==> config.mk <==
export PLATFORM = sky130hd
export DESIGN_NAME = spi_rd_seq
export DESIGN_NICKNAME = d
export VERILOG_FILES = /design/src/rtl/spi_rd_pkg.sv /design/src/rtl/spi_rd_sync.sv /design/src/rtl/spi_rd_ctrl.sv /design/src/rtl/spi_rd_tx.sv /design/src/rtl/spi_rd_seq.sv
export SDC_FILE = /design/constraint.sdc
export NUM_CORES = 1
export LEC_CHECK = 0
export ABC_AREA = 1
export CELL_PAD_IN_SITES_DETAIL_PLACEMENT = 1
export CELL_PAD_IN_SITES_GLOBAL_PLACEMENT = 1
export CORE_AREA = 4 4 100 102
export DETAILED_ROUTE_END_ITERATION = 12
export DIE_AREA = 0 0 104 106
export PLACE_DENSITY_LB_ADDON = 0.15
export SLEW_MARGIN = 20
export SYNTH_ARGS = -nofsm -noshare
export SYNTH_HDL_FRONTEND = slang
export SYNTH_HIERARCHICAL = 1
export SYNTH_SLANG_ARGS = --single-unit
==> constraint.sdc <==
create_clock -name clk -period 1.5 [get_ports clk]
set_input_delay 0.3 -clock clk [delete_from_list [all_inputs] [get_ports clk]]
set_output_delay 0.3 -clock clk [all_outputs]
set_load 0.02 [all_outputs]
==> src/rtl/spi_rd_pkg.sv <==
package spi_rd_pkg;

  // transaction phase while select is low
  typedef enum logic [1:0] {
    PH_CMD  = 2'd0,
    PH_ADDR = 2'd1,
    PH_DATA = 2'd2,
    PH_SKIP = 2'd3
  } phase_e;

  localparam logic [7:0] RD_CODE_DEFAULT = 8'h03;

endpackage

==> src/rtl/spi_rd_sync.sv <==
module spi_rd_sync #(
  parameter int STAGES = 2
) (
  input  logic clk,
  input  logic rst,
  input  logic sck,
  input  logic csn,
  input  logic si,
  output logic csn_s,
  output logic si_s,
  output logic sck_rise,
  output logic sck_fall
);

  localparam int LAST = STAGES - 1;

  // each stage holds {csn, sck, si}
  logic [STAGES-1:0][2:0] stg_q;
  logic                   sck_d;

  always_ff @(posedge clk) begin
    if (rst) begin
      for (int i = 0; i < STAGES; i++) stg_q[i] <= 3'b100;
      sck_d <= 1'b0;
    end else begin
      stg_q[0] <= {csn, sck, si};
      for (int i = 1; i < STAGES; i++) stg_q[i] <= stg_q[i-1];
      sck_d <= stg_q[LAST][1];
    end
  end

  assign csn_s    = stg_q[LAST][2];
  assign si_s     = stg_q[LAST][0];
  assign sck_rise =  stg_q[LAST][1] & ~sck_d;
  assign sck_fall = ~stg_q[LAST][1] &  sck_d;

endmodule

==> src/rtl/spi_rd_ctrl.sv <==
module spi_rd_ctrl
  import spi_rd_pkg::*;
#(
  parameter int         OPC_W   = 8,
  parameter int         ADR_W   = 16,
  parameter int         MEM_AW  = 11,
  parameter int         DATA_W  = 8,
  parameter logic [7:0] READ_OP = RD_CODE_DEFAULT
) (
  input  logic              clk,
  input  logic              rst,
  input  logic              csn_s,
  input  logic              si_s,
  input  logic              sck_rise,
  input  logic              sck_fall,
  output logic              op_valid,
  output logic [OPC_W-1:0]  op_code,
  output logic              mem_rd_en,
  output logic [MEM_AW-1:0] mem_addr,
  output logic              tx_load,
  output logic              tx_shift
);

  localparam int SH_W  = (ADR_W > OPC_W) ? ADR_W : OPC_W;
  localparam int CNT_W = $clog2(SH_W) + 1;
  localparam int BIT_W = $clog2(DATA_W);

  phase_e            ph_q;
  logic [CNT_W-1:0]  rcnt_q;
  logic [SH_W-1:0]   sh_q;
  logic [BIT_W-1:0]  fcnt_q;
  logic [SH_W-1:0]   sh_nx;
  logic              in_data;

  assign sh_nx   = {sh_q[SH_W-2:0], si_s};
  assign in_data = (ph_q == PH_DATA);
  assign tx_load  = sck_fall & in_data & (fcnt_q == '0);
  assign tx_shift = sck_fall & in_data & (fcnt_q != '0);

  always_ff @(posedge clk) begin
    if (rst) begin
      ph_q      <= PH_CMD;
      rcnt_q    <= '0;
      sh_q      <= '0;
      fcnt_q    <= '0;
      op_valid  <= 1'b0;
      op_code   <= '0;
      mem_rd_en <= 1'b0;
      mem_addr  <= '0;
    end else if (csn_s) begin
      ph_q      <= PH_CMD;
      rcnt_q    <= '0;
      fcnt_q    <= '0;
      op_valid  <= 1'b0;
      mem_rd_en <= 1'b0;
    end else begin
      op_valid  <= 1'b0;
      mem_rd_en <= 1'b0;
      if (sck_rise) begin
        unique case (ph_q)
          PH_CMD: begin
            sh_q   <= sh_nx;
            rcnt_q <= rcnt_q + 1'b1;
            if (rcnt_q == CNT_W'(OPC_W - 1)) begin
              rcnt_q <= '0;
              if (sh_nx[OPC_W-1:0] == READ_OP[OPC_W-1:0]) begin
                ph_q <= PH_ADDR;
              end else begin
                ph_q     <= PH_SKIP;
                op_valid <= 1'b1;
                op_code  <= sh_nx[OPC_W-1:0];
              end
            end
          end
          PH_ADDR: begin
            sh_q   <= sh_nx;
            rcnt_q <= rcnt_q + 1'b1;
            if (rcnt_q == CNT_W'(ADR_W - 1)) begin
              rcnt_q    <= '0;
              ph_q      <= PH_DATA;
              mem_addr  <= sh_nx[MEM_AW-1:0];
              mem_rd_en <= 1'b1;
            end
          end
          default: ;
        endcase
      end
      if (sck_fall && in_data) begin
        fcnt_q <= fcnt_q + 1'b1;
        if (fcnt_q == '0) begin
          // the held byte goes out now; fetch the one after it
          mem_addr  <= mem_addr + 1'b1;
          mem_rd_en <= 1'b1;
        end
      end
    end
  end

endmodule

==> src/rtl/spi_rd_tx.sv <==
module spi_rd_tx #(
  parameter int DATA_W = 8
) (
  input  logic              clk,
  input  logic              rst,
  input  logic              csn_s,
  input  logic              mem_rd_en,
  input  logic [DATA_W-1:0] mem_rdata,
  input  logic              load,
  input  logic              shift,
  output logic              so,
  output logic              so_en
);

  logic              rd_pend_q;
  logic [DATA_W-1:0] hold_q;
  logic [DATA_W-1:0] sh_q;

  always_ff @(posedge clk) begin
    if (rst) begin
      rd_pend_q <= 1'b0;
      hold_q    <= '0;
      sh_q      <= '0;
      so_en     <= 1'b0;
    end else begin
      rd_pend_q <= mem_rd_en;
      if (rd_pend_q) hold_q <= mem_rdata;
      if (load)       sh_q <= hold_q;
      else if (shift) sh_q <= {sh_q[DATA_W-2:0], 1'b0};
      if (csn_s)     so_en <= 1'b0;
      else if (load) so_en <= 1'b1;
    end
  end

  assign so = sh_q[DATA_W-1];

endmodule

==> src/rtl/spi_rd_seq.sv <==
module spi_rd_seq
  import spi_rd_pkg::*;
#(
  parameter int         SYNC_STAGES = 2,
  parameter int         OPC_W       = 8,
  parameter int         ADR_W       = 16,
  parameter int         MEM_AW      = 11,
  parameter int         DATA_W      = 8,
  parameter logic [7:0] READ_OP     = RD_CODE_DEFAULT
) (
  input  logic              clk,
  input  logic              rst,
  input  logic              spi_sck,
  input  logic              spi_csn,
  input  logic              spi_si,
  output logic              spi_so,
  output logic              spi_so_en,
  output logic              op_valid,
  output logic [OPC_W-1:0]  op_code,
  output logic              mem_rd_en,
  output logic [MEM_AW-1:0] mem_addr,
  input  logic [DATA_W-1:0] mem_rdata
);

  logic csn_s, si_s, sck_rise, sck_fall;
  logic tx_load, tx_shift;

  spi_rd_sync #(.STAGES(SYNC_STAGES)) sync_i (
    .clk      (clk),
    .rst      (rst),
    .sck      (spi_sck),
    .csn      (spi_csn),
    .si       (spi_si),
    .csn_s    (csn_s),
    .si_s     (si_s),
    .sck_rise (sck_rise),
    .sck_fall (sck_fall)
  );

  spi_rd_ctrl #(
    .OPC_W   (OPC_W),
    .ADR_W   (ADR_W),
    .MEM_AW  (MEM_AW),
    .DATA_W  (DATA_W),
    .READ_OP (READ_OP)
  ) ctrl_i (
    .clk       (clk),
    .rst       (rst),
    .csn_s     (csn_s),
    .si_s      (si_s),
    .sck_rise  (sck_rise),
    .sck_fall  (sck_fall),
    .op_valid  (op_valid),
    .op_code   (op_code),
    .mem_rd_en (mem_rd_en),
    .mem_addr  (mem_addr),
    .tx_load   (tx_load),
    .tx_shift  (tx_shift)
  );

  spi_rd_tx #(.DATA_W(DATA_W)) tx_i (
    .clk       (clk),
    .rst       (rst),
    .csn_s     (csn_s),
    .mem_rd_en (mem_rd_en),
    .mem_rdata (mem_rdata),
    .load      (tx_load),
    .shift     (tx_shift),
    .so        (spi_so),
    .so_en     (spi_so_en)
  );

endmodule

==> metrics.yaml, run 1 <==
run_status: "finished with violations"
violated_checks: "setup timing"
maxClockFrequency_ghz: 0.641
setup-tns-final_ns: -0.338
synthMuxAreaShare: 0
timing_max_transition_violations_final: 0
syn2layout_area_growth_pct: 38.3
leakage_nw: 1.86
post_drt_wl_per_cell_um: 14.1
worst_pin_slew_ns: 0.378
clock_tree.buffer_depth: 2
power.share.clock: 0.474
sw_frac_of_total: 0.234
worst_clock_skew_ns: 0.00800
max_cap_viol: 0
chipWidth_um: 104
finalWeightedCongestion: 0.786
period_minus_slack_ns: 1.56
power_switching_w: 0.000860
via_count: 2950
final_min_period_over_clock_period: 1.04
fraction_of_final_layout_cells_sized_beyond_drive_strength_1: 0.252
portBuffers: 35
dr.first_iter.drc_count: 66
final-hold-violation-count: 0
antenna-diode-count: 0
fp.dieArea_um2: 11000
maximum_vdd_drop_mv: 0.412
num-nets-final: 518
setup_viol: 9
dp_hpwl_mm: 5.88
post_synth_instance_area_um2: 3090
tritoncts_num_sinks: 66
worstPathArrival_ns: 1.81
cts_made_buffers: 9
final_non_filler_cells: 615
synth_compound_area_frac: 0.135
utilization: 0.470
detailed_route_vias_per_instance: 4.80
floorplan.initialDensity: 0.340
cts-htree-levels: 3
dr.pass1.iters: 4
synth_top_family_by_area: "simple AND/OR/NAND/NOR gates"
nFillCells: 1140
antenna_found_initial: 0
grt_setup_unrepaired: "yes"
critPathLaunchType: "flip-flop"
hold_path_class: "flip-flop to flip-flop"
synth_adder_area_share: 0.0243
worstPathMaxFanout: 8
grt_first_pass_wirelength_mm: 14.6
first_global_vias: 3058
grt_usage: 0.163
fp.coreArea_um2: 9110
fp-row-count: 35
placedCellCount: 594
overflow: 0
setup_slack_ns: -0.0611
slew-limit-headroom: 0.748
synth-seq-area-share: 0.427
power.combinational.fraction: 0.044
layout_commonest_cell: "sky130_fd_sc_hd__nand2_1"
io-pin-count: 36
r2r_slack_ns: -0.06
cts_hold_repair.buffers: 0
post_synth_and_or_nand_nor_area_fraction: 0.297
clk-insertion-delay-late_ns: 0.35
p_seq_frac: 0.482
worst_ep_required_time_ns: 1.75
timing.critical_path.to_type: "flip-flop"
mappedNetlistNets: 446
synth.avg_cell_area_um2: 7.24
cts_tree: "done"
fp.dieH_um: 106
timing.setup.critical_path_class: "flip-flop to flip-flop"
clkSlewWorstSetupHoldPaths_ns: 0.07
grt_max_degree: 31
postSynthRegisterBits: 66
routed_wirelength_mm: 8.67
intPower_w: 0.00282
yosysWarnings: 6
synth_cell_type_count: 33
synth_cells: 427
synth-xor-area-share: 0.00566
drt_drc_violations_left: 0
cts_root_buf: "sky130_fd_sc_hd__clkbuf_8"
final_cell_mix: "sky130_fd_sc_hd__nand2_1, sky130_fd_sc_hd__dfxtp_1, sky130_fd_sc_hd__nor2_1"
antenna_violating_nets_post_route: 0
power_density_nw_per_um2: 860
sequential cells by signal, summed over array words and instances (netlist names):
| register | flops |
|---|---|
| ctrl_i/fcnt_q | 3 |
| ctrl_i/mem_addr | 11 |
| ctrl_i/mem_rd_en | 1 |
| ctrl_i/op_code | 8 |
| ctrl_i/op_valid | 1 |
| ctrl_i/ph_q | 2 |
| ctrl_i/rcnt_q | 5 |
| ctrl_i/sh_q | 10 |
| sync_i/csn_s | 1 |
| sync_i/sck_d | 1 |
| sync_i/si_s | 1 |
| sync_i/stg_q | 4 |
| tx_i/hold_q | 8 |
| tx_i/rd_pend_q | 1 |
| tx_i/sh_q | 8 |
| tx_i/so_en | 1 |
routing by layer:
layer / wire length [um] / GRT usage / vias to the layer above
li1: - / - / 1515
met1: 4260 / 0.212 / 1386
met2: 4010 / 0.262 / 36
met3: 252 / 0.0419 / 13
met4: 144 / 0.0551 / 0
met5: 0 / 0 / -
cells by family after synthesis:
kind of cell             after synthesis
flip-flops                            66
adder cells (fa/ha/maj)                6
buffers and inverters                 71
AND/OR/NAND/NOR                      205
XOR/XNOR                               2
AO/OA/AOI/OAI                         77
synthesized netlist by cell type:
master | count | share of area
sky130_fd_sc_hd__nor2_2 | 1 | 0.0020
sky130_fd_sc_hd__nand2_4 | 1 | 0.0036
sky130_fd_sc_hd__a211oi_1 | 8 | 0.019
sky130_fd_sc_hd__nand3b_1 | 4 | 0.0097
sky130_fd_sc_hd__nand4_2 | 1 | 0.0040
sky130_fd_sc_hd__inv_1 | 56 | 0.068
sky130_fd_sc_hd__nor3_1 | 11 | 0.018
sky130_fd_sc_hd__nor2_4 | 3 | 0.011
sky130_fd_sc_hd__o22ai_1 | 1 | 0.0020
sky130_fd_sc_hd__clkinv_1 | 1 | 0.0012
sky130_fd_sc_hd__a21oi_1 | 39 | 0.063
sky130_fd_sc_hd__nand2_2 | 3 | 0.0061
sky130_fd_sc_hd__a22oi_1 | 1 | 0.0024
sky130_fd_sc_hd__clkbuf_1 | 1 | 0.0012
sky130_fd_sc_hd__dfxtp_1 | 66 | 0.43
sky130_fd_sc_hd__xnor2_1 | 1 | 0.0028
sky130_fd_sc_hd__nand3_1 | 28 | 0.045
sky130_fd_sc_hd__o21ai_0 | 23 | 0.037
sky130_fd_sc_hd__inv_2 | 2 | 0.0024
sky130_fd_sc_hd__nand2_1 | 87 | 0.11
sky130_fd_sc_hd__buf_6 | 7 | 0.025
sky130_fd_sc_hd__clkbuf_8 | 1 | 0.0044
sky130_fd_sc_hd__buf_8 | 1 | 0.0049
sky130_fd_sc_hd__xor2_1 | 1 | 0.0028
sky130_fd_sc_hd__a21oi_2 | 2 | 0.0057
sky130_fd_sc_hd__nand4_1 | 2 | 0.0040
sky130_fd_sc_hd__nor2_1 | 62 | 0.075
sky130_fd_sc_hd__buf_4 | 1 | 0.0024
sky130_fd_sc_hd__o21ai_1 | 3 | 0.0049
sky130_fd_sc_hd__nor2_8 | 1 | 0.0065
sky130_fd_sc_hd__buf_2 | 1 | 0.0016
sky130_fd_sc_hd__nand3_4 | 1 | 0.0057
sky130_fd_sc_hd__ha_1 | 6 | 0.024
power by group through the flow:
stage	Sequential, W	Clock [W]	Combinational (W)
floorplan	0.00181	0	0.0000767
global placement	0.00181	0	0.000149
detailed placement	0.00181	0	0.000151
CTS	0.00177	0.00178	0.000158
finish	0.00177	0.00174	0.000161
global route	0.00178	0.00188	0.000179
cell type report:
| type | instances | area [um^2] | share of cell area |
|---|---|---|---|
| Clock buffer | 10 | 138 | 0.0322 |
| Clock inverter | 6 | 88.8 | 0.0208 |
| Inverter | 59 | 229 | 0.0535 |
| Multi-Input combinational cell | 291 | 1670 | 0.391 |
| Sequential cell | 66 | 1330 | 0.311 |
| Tap cell | 111 | 139 | 0.0325 |
| Timing Repair Buffer | 72 | 682 | 0.159 |
repair_timing:
item / in CTS / in global routing
endpoints found under the setup margin: 56 / 47
gates resized for setup: 51 / 51
hold endpoints to repair: 0 / 0
pin swaps: 18 / 27
cloned: 1 / 2
setup buffers: 1 / 2
through the flow:
step / setup WS (ns) / area [um^2] / hold slack [ns] / total power [W]
after floorplan: 0.00633 / 3130 / 0.371 / 0.00189
after global placement: -0.0917 / 3770 / 0.391 / 0.00196
after detailed placement: -0.140 / 3770 / 0.399 / 0.00197
after CTS: -0.0600 / 4090 / 0.416 / 0.00371
after global routing: -0.165 / 4280 / 0.446 / 0.00383
final: -0.0611 / 4280 / 0.410 / 0.00368
critical path, cell delays in order, from the launching register on:
cell,delay (ns)
sky130_fd_sc_hd__dfxtp_2,0.35
sky130_fd_sc_hd__ha_4,0.15
sky130_fd_sc_hd__nand2_4,0.06
sky130_fd_sc_hd__nor2_4,0.11
sky130_fd_sc_hd__ha_4,0.17
sky130_fd_sc_hd__nand4_4,0.19
sky130_fd_sc_hd__a21oi_2,0.24
sky130_fd_sc_hd__nand3_1,0.09
sky130_fd_sc_hd__nand2_1,0.07
sky130_fd_sc_hd__nand2_1,0.04
path summary, 6_finish.rpt:
path	startpoint	end	cells after the start
max	ctrl_i/rcnt_q[1]$_SDFFE_PP0P_	ctrl_i/mem_addr[9]$_SDFFE_PP0N_	9
min	sync_i/stg_q[2]$_SDFF_PP1_	sync_i/csn_s$_SDFF_PP1_	2
max reg2reg	ctrl_i/rcnt_q[1]$_SDFFE_PP0P_	ctrl_i/mem_addr[9]$_SDFFE_PP0N_	9
min reg2reg	sync_i/stg_q[2]$_SDFF_PP1_	sync_i/csn_s$_SDFF_PP1_	2
No activity file was read; power rests on OpenSTA's default activity.
==> run 2: changes to the inputs <==
--- a/config.mk
+++ b/config.mk
@@ -8,10 +8,11 @@
 export ABC_AREA = 1
 export CELL_PAD_IN_SITES_DETAIL_PLACEMENT = 1
 export CELL_PAD_IN_SITES_GLOBAL_PLACEMENT = 1
-export CORE_AREA = 4 4 100 102
+export CORE_AREA = 4 4 98 100
 export DETAILED_ROUTE_END_ITERATION = 12
-export DIE_AREA = 0 0 104 106
+export DIE_AREA = 0 0 102 104
 export PLACE_DENSITY_LB_ADDON = 0.15
+export SETUP_SLACK_MARGIN = 0.3
 export SLEW_MARGIN = 20
 export SYNTH_ARGS = -nofsm -noshare
 export SYNTH_HDL_FRONTEND = slang
==> run 2 against run 1 <==
  * The run still ends with setup timing left
  * Largest power group unchanged
  * Utilization up 7.3 points
  * Clock skew increased by 0.00096 ns
  * Critical path type unchanged
  * Fmax is 1.7% lower
  * Critical endpoint is now ctrl_i/mem_addr[8]$_SDFFE_PP0N_
==> metrics.yaml, run 2 (synthesis gave the netlist of run 1 again) <==
power_switching_w: 0.000842
syn2layout_area_growth_pct: 52.2
worstPathArrival_ns: 1.83
antenna_found_initial: 0
hold_path_class: "primary input to flip-flop"
antenna_violating_nets_post_route: 0
first_global_vias: 3421
maximum_vdd_drop_mv: 0.434
critical_path.reg2reg.startpoint: "ctrl_i/rcnt_q[0]$_SDFFE_PP0P_"
num-nets-final: 537
io-pin-count: 36
holdPathStages: 3
timing.hold.worst.start: "rst"
p_seq_frac: 0.477
setup_viol: 20
floorplan.initialDensity: 0.356
clock_tree.buffer_depth: 2
crit_path_top_delay_cell: "sky130_fd_sc_hd__dfxtp_2"
overflow: 0
routed_wirelength_mm: 10.1
slew-limit-headroom: 0.779
antenna-diode-count: 0
p_total_w: 0.00371
worst-path-stages: 10
worst_clock_skew_ns: 0.00896
layout_commonest_cell: "sky130_fd_sc_hd__nand2_1"
maxClockFrequency_ghz: 0.630
leakage_nw: 1.99
grt_max_degree: 28
critPathLaunchType: "flip-flop"
final-hold-violation-count: 0
finalWeightedCongestion: 0.813
final_cell_mix: "sky130_fd_sc_hd__nand2_1, sky130_fd_sc_hd__buf_4, sky130_fd_sc_hd__nor2_1"
nFillCells: 1032
period_minus_slack_ns: 1.59
dp_hpwl_mm: 6.08
final_min_period_over_clock_period: 1.06
min_to: "sync_i/stg_q[0]$_SDFF_PP0_"
worstPathMaxFanout: 3
cts_made_buffers: 9
detailed_route_vias_per_instance: 5.01
run_status: "finished with violations"
cts-htree-levels: 3
worst_pin_slew_ns: 0.331
largest_register: "ctrl_i/mem_addr"
fp.coreArea_um2: 8680
timing_max_transition_violations_final: 0
clkSlewWorstSetupHoldPaths_ns: 0.07
portBuffers: 35
fp.dieH_um: 104
dr.first_iter.drc_count: 77
worst_r2r_path_depth: 10
via_count: 3159
largestRegisters: "ctrl_i/mem_addr x11, ctrl_i/sh_q x10"
timing.critical_path.to_type: "flip-flop"
fraction_of_final_layout_cells_sized_beyond_drive_strength_1: 0.424
number_of_flip_flops_under_the_largest_register_name: 11
grt_usage: 0.196
cts_root_buf: "sky130_fd_sc_hd__clkbuf_8"
grtUsageMet2: 0.359
met1_usage: 0.229
top_usage_layer: "met2"
timing.critical_path.buf_inv: 2
crit_path_max_incr_delay_ns: 0.35
grt_use_met3: 0.0389
dr.pass1.iters: 4
clk-insertion-delay-late_ns: 0.35
timing.setup.critical_path_class: "flip-flop to flip-flop"
end_of_the_worst_register_to_register_path: "ctrl_i/mem_addr[8]$_SDFFE_PP0N_"
cts_tree: "done"
worst_ep_required_time_ns: 1.74
fp.dieArea_um2: 10600
setup-tns-final_ns: -0.724
sw_frac_of_total: 0.227
violated_checks: "setup timing"
setup_slack_ns: -0.0877
r2r_slack_ns: -0.09
grt_setup_unrepaired: "yes"
post_drt_wl_per_cell_um: 15.9
cp_cell_sequence: "ha_4, nand2_4, nor2_4, ha_4, buf_4, nand4_1, nand3_2, nand3_2, nand2_1, inv_1"
grt_first_pass_wirelength_mm: 16.8
drt_drc_violations_left: 0
max_cap_viol: 0
intPower_w: 0.00287
timing.critical_path.max_delay_family: "simple AND/OR/NAND/NOR gates"
chipWidth_um: 102
power_density_nw_per_um2: 789
power.share.clock: 0.472
tritoncts_num_sinks: 66
fp-row-count: 34
power.combinational.fraction: 0.051
==> run 2: worst min-delay path, stage by stage <==
cell                             delay, ns
sky130_fd_sc_hd__dlymetal6s2s_1       0.17
sky130_fd_sc_hd__buf_4                0.17
sky130_fd_sc_hd__nor2_1               0.04
==> run 2: layout make-up <==
type / instances / area, um^2 / area share
clock buffers: 12 / 155 / 0.0330
repair buffers: 91 / 888 / 0.189
clock inverters: 4 / 73.8 / 0.0157
inverters: 59 / 241 / 0.0513
well taps: 108 / 135 / 0.0287
multi-input cells: 291 / 1860 / 0.395
flip-flops and latches: 66 / 1360 / 0.288
==> run 2: how the worst max path moves through the flow <==
stage / startpoint / endpoint / slack, ns
2_1_floorplan: ctrl_i/rcnt_q[1]$_SDFFE_PP0P_ / ctrl_i/mem_addr[5]$_SDFFE_PP0N_ / 0.03
3_3_place_gp: ctrl_i/rcnt_q[1]$_SDFFE_PP0P_ / ctrl_i/mem_addr[10]$_SDFFE_PP0N_ / -0.15
3_5_place_dp: ctrl_i/rcnt_q[1]$_SDFFE_PP0P_ / ctrl_i/mem_addr[10]$_SDFFE_PP0N_ / -0.16
4_1_cts: ctrl_i/rcnt_q[0]$_SDFFE_PP0P_ / ctrl_i/mem_addr[3]$_SDFFE_PP0N_ / -0.05
5_1_grt: ctrl_i/rcnt_q[0]$_SDFFE_PP0P_ / ctrl_i/mem_addr[8]$_SDFFE_PP0N_ / -0.18
6_report: ctrl_i/rcnt_q[0]$_SDFFE_PP0P_ / ctrl_i/mem_addr[8]$_SDFFE_PP0N_ / -0.09
==> run 2: power by group through the flow <==
| stage | sequential, W | combinational [W] | clock, W |
|---|---|---|---|
| floorplan | 0.00182 | 0.0000835 | 0 |
| global placement | 0.00181 | 0.000155 | 0 |
| detailed placement | 0.00182 | 0.000158 | 0 |
| CTS | 0.00177 | 0.000180 | 0.00179 |
| global route | 0.00177 | 0.000206 | 0.00188 |
| finish | 0.00177 | 0.000189 | 0.00175 |
==> run 2: per-stage QoR <==
stage / worst slack, ns / util / std cells / hold WS [ns] / cell area [um^2]
2_1_floorplan: 0.0284 / - / 427 / 0.364 / 3210
3_3_place_gp: -0.152 / 0.444 / 591 / 0.394 / 3850
3_5_place_dp: -0.163 / 0.444 / 591 / 0.397 / 3850
4_1_cts: -0.0477 / 0.517 / 625 / 0.403 / 4480
5_1_grt: -0.184 / 0.543 / 631 / 0.401 / 4710
6_report: -0.0877 / 0.543 / 631 / 0.378 / 4710
==> run 2: repair_timing <==
item | 4_1_cts | 5_1_grt
gates cloned | 5 | 0
hold buffers | 0 | 0
gates resized for setup | 176 | 66
buffers inserted | 13 | 6
pin swaps | 33 | 14
setup endpoints to repair | 71 | 69
==> run 2: per-layer routing <==
layer  vias up  part of all wire
met5         -                 0
met4         0             0.015
met3        13             0.030
met2        44              0.53
met1      1542              0.42
li1       1560                 -
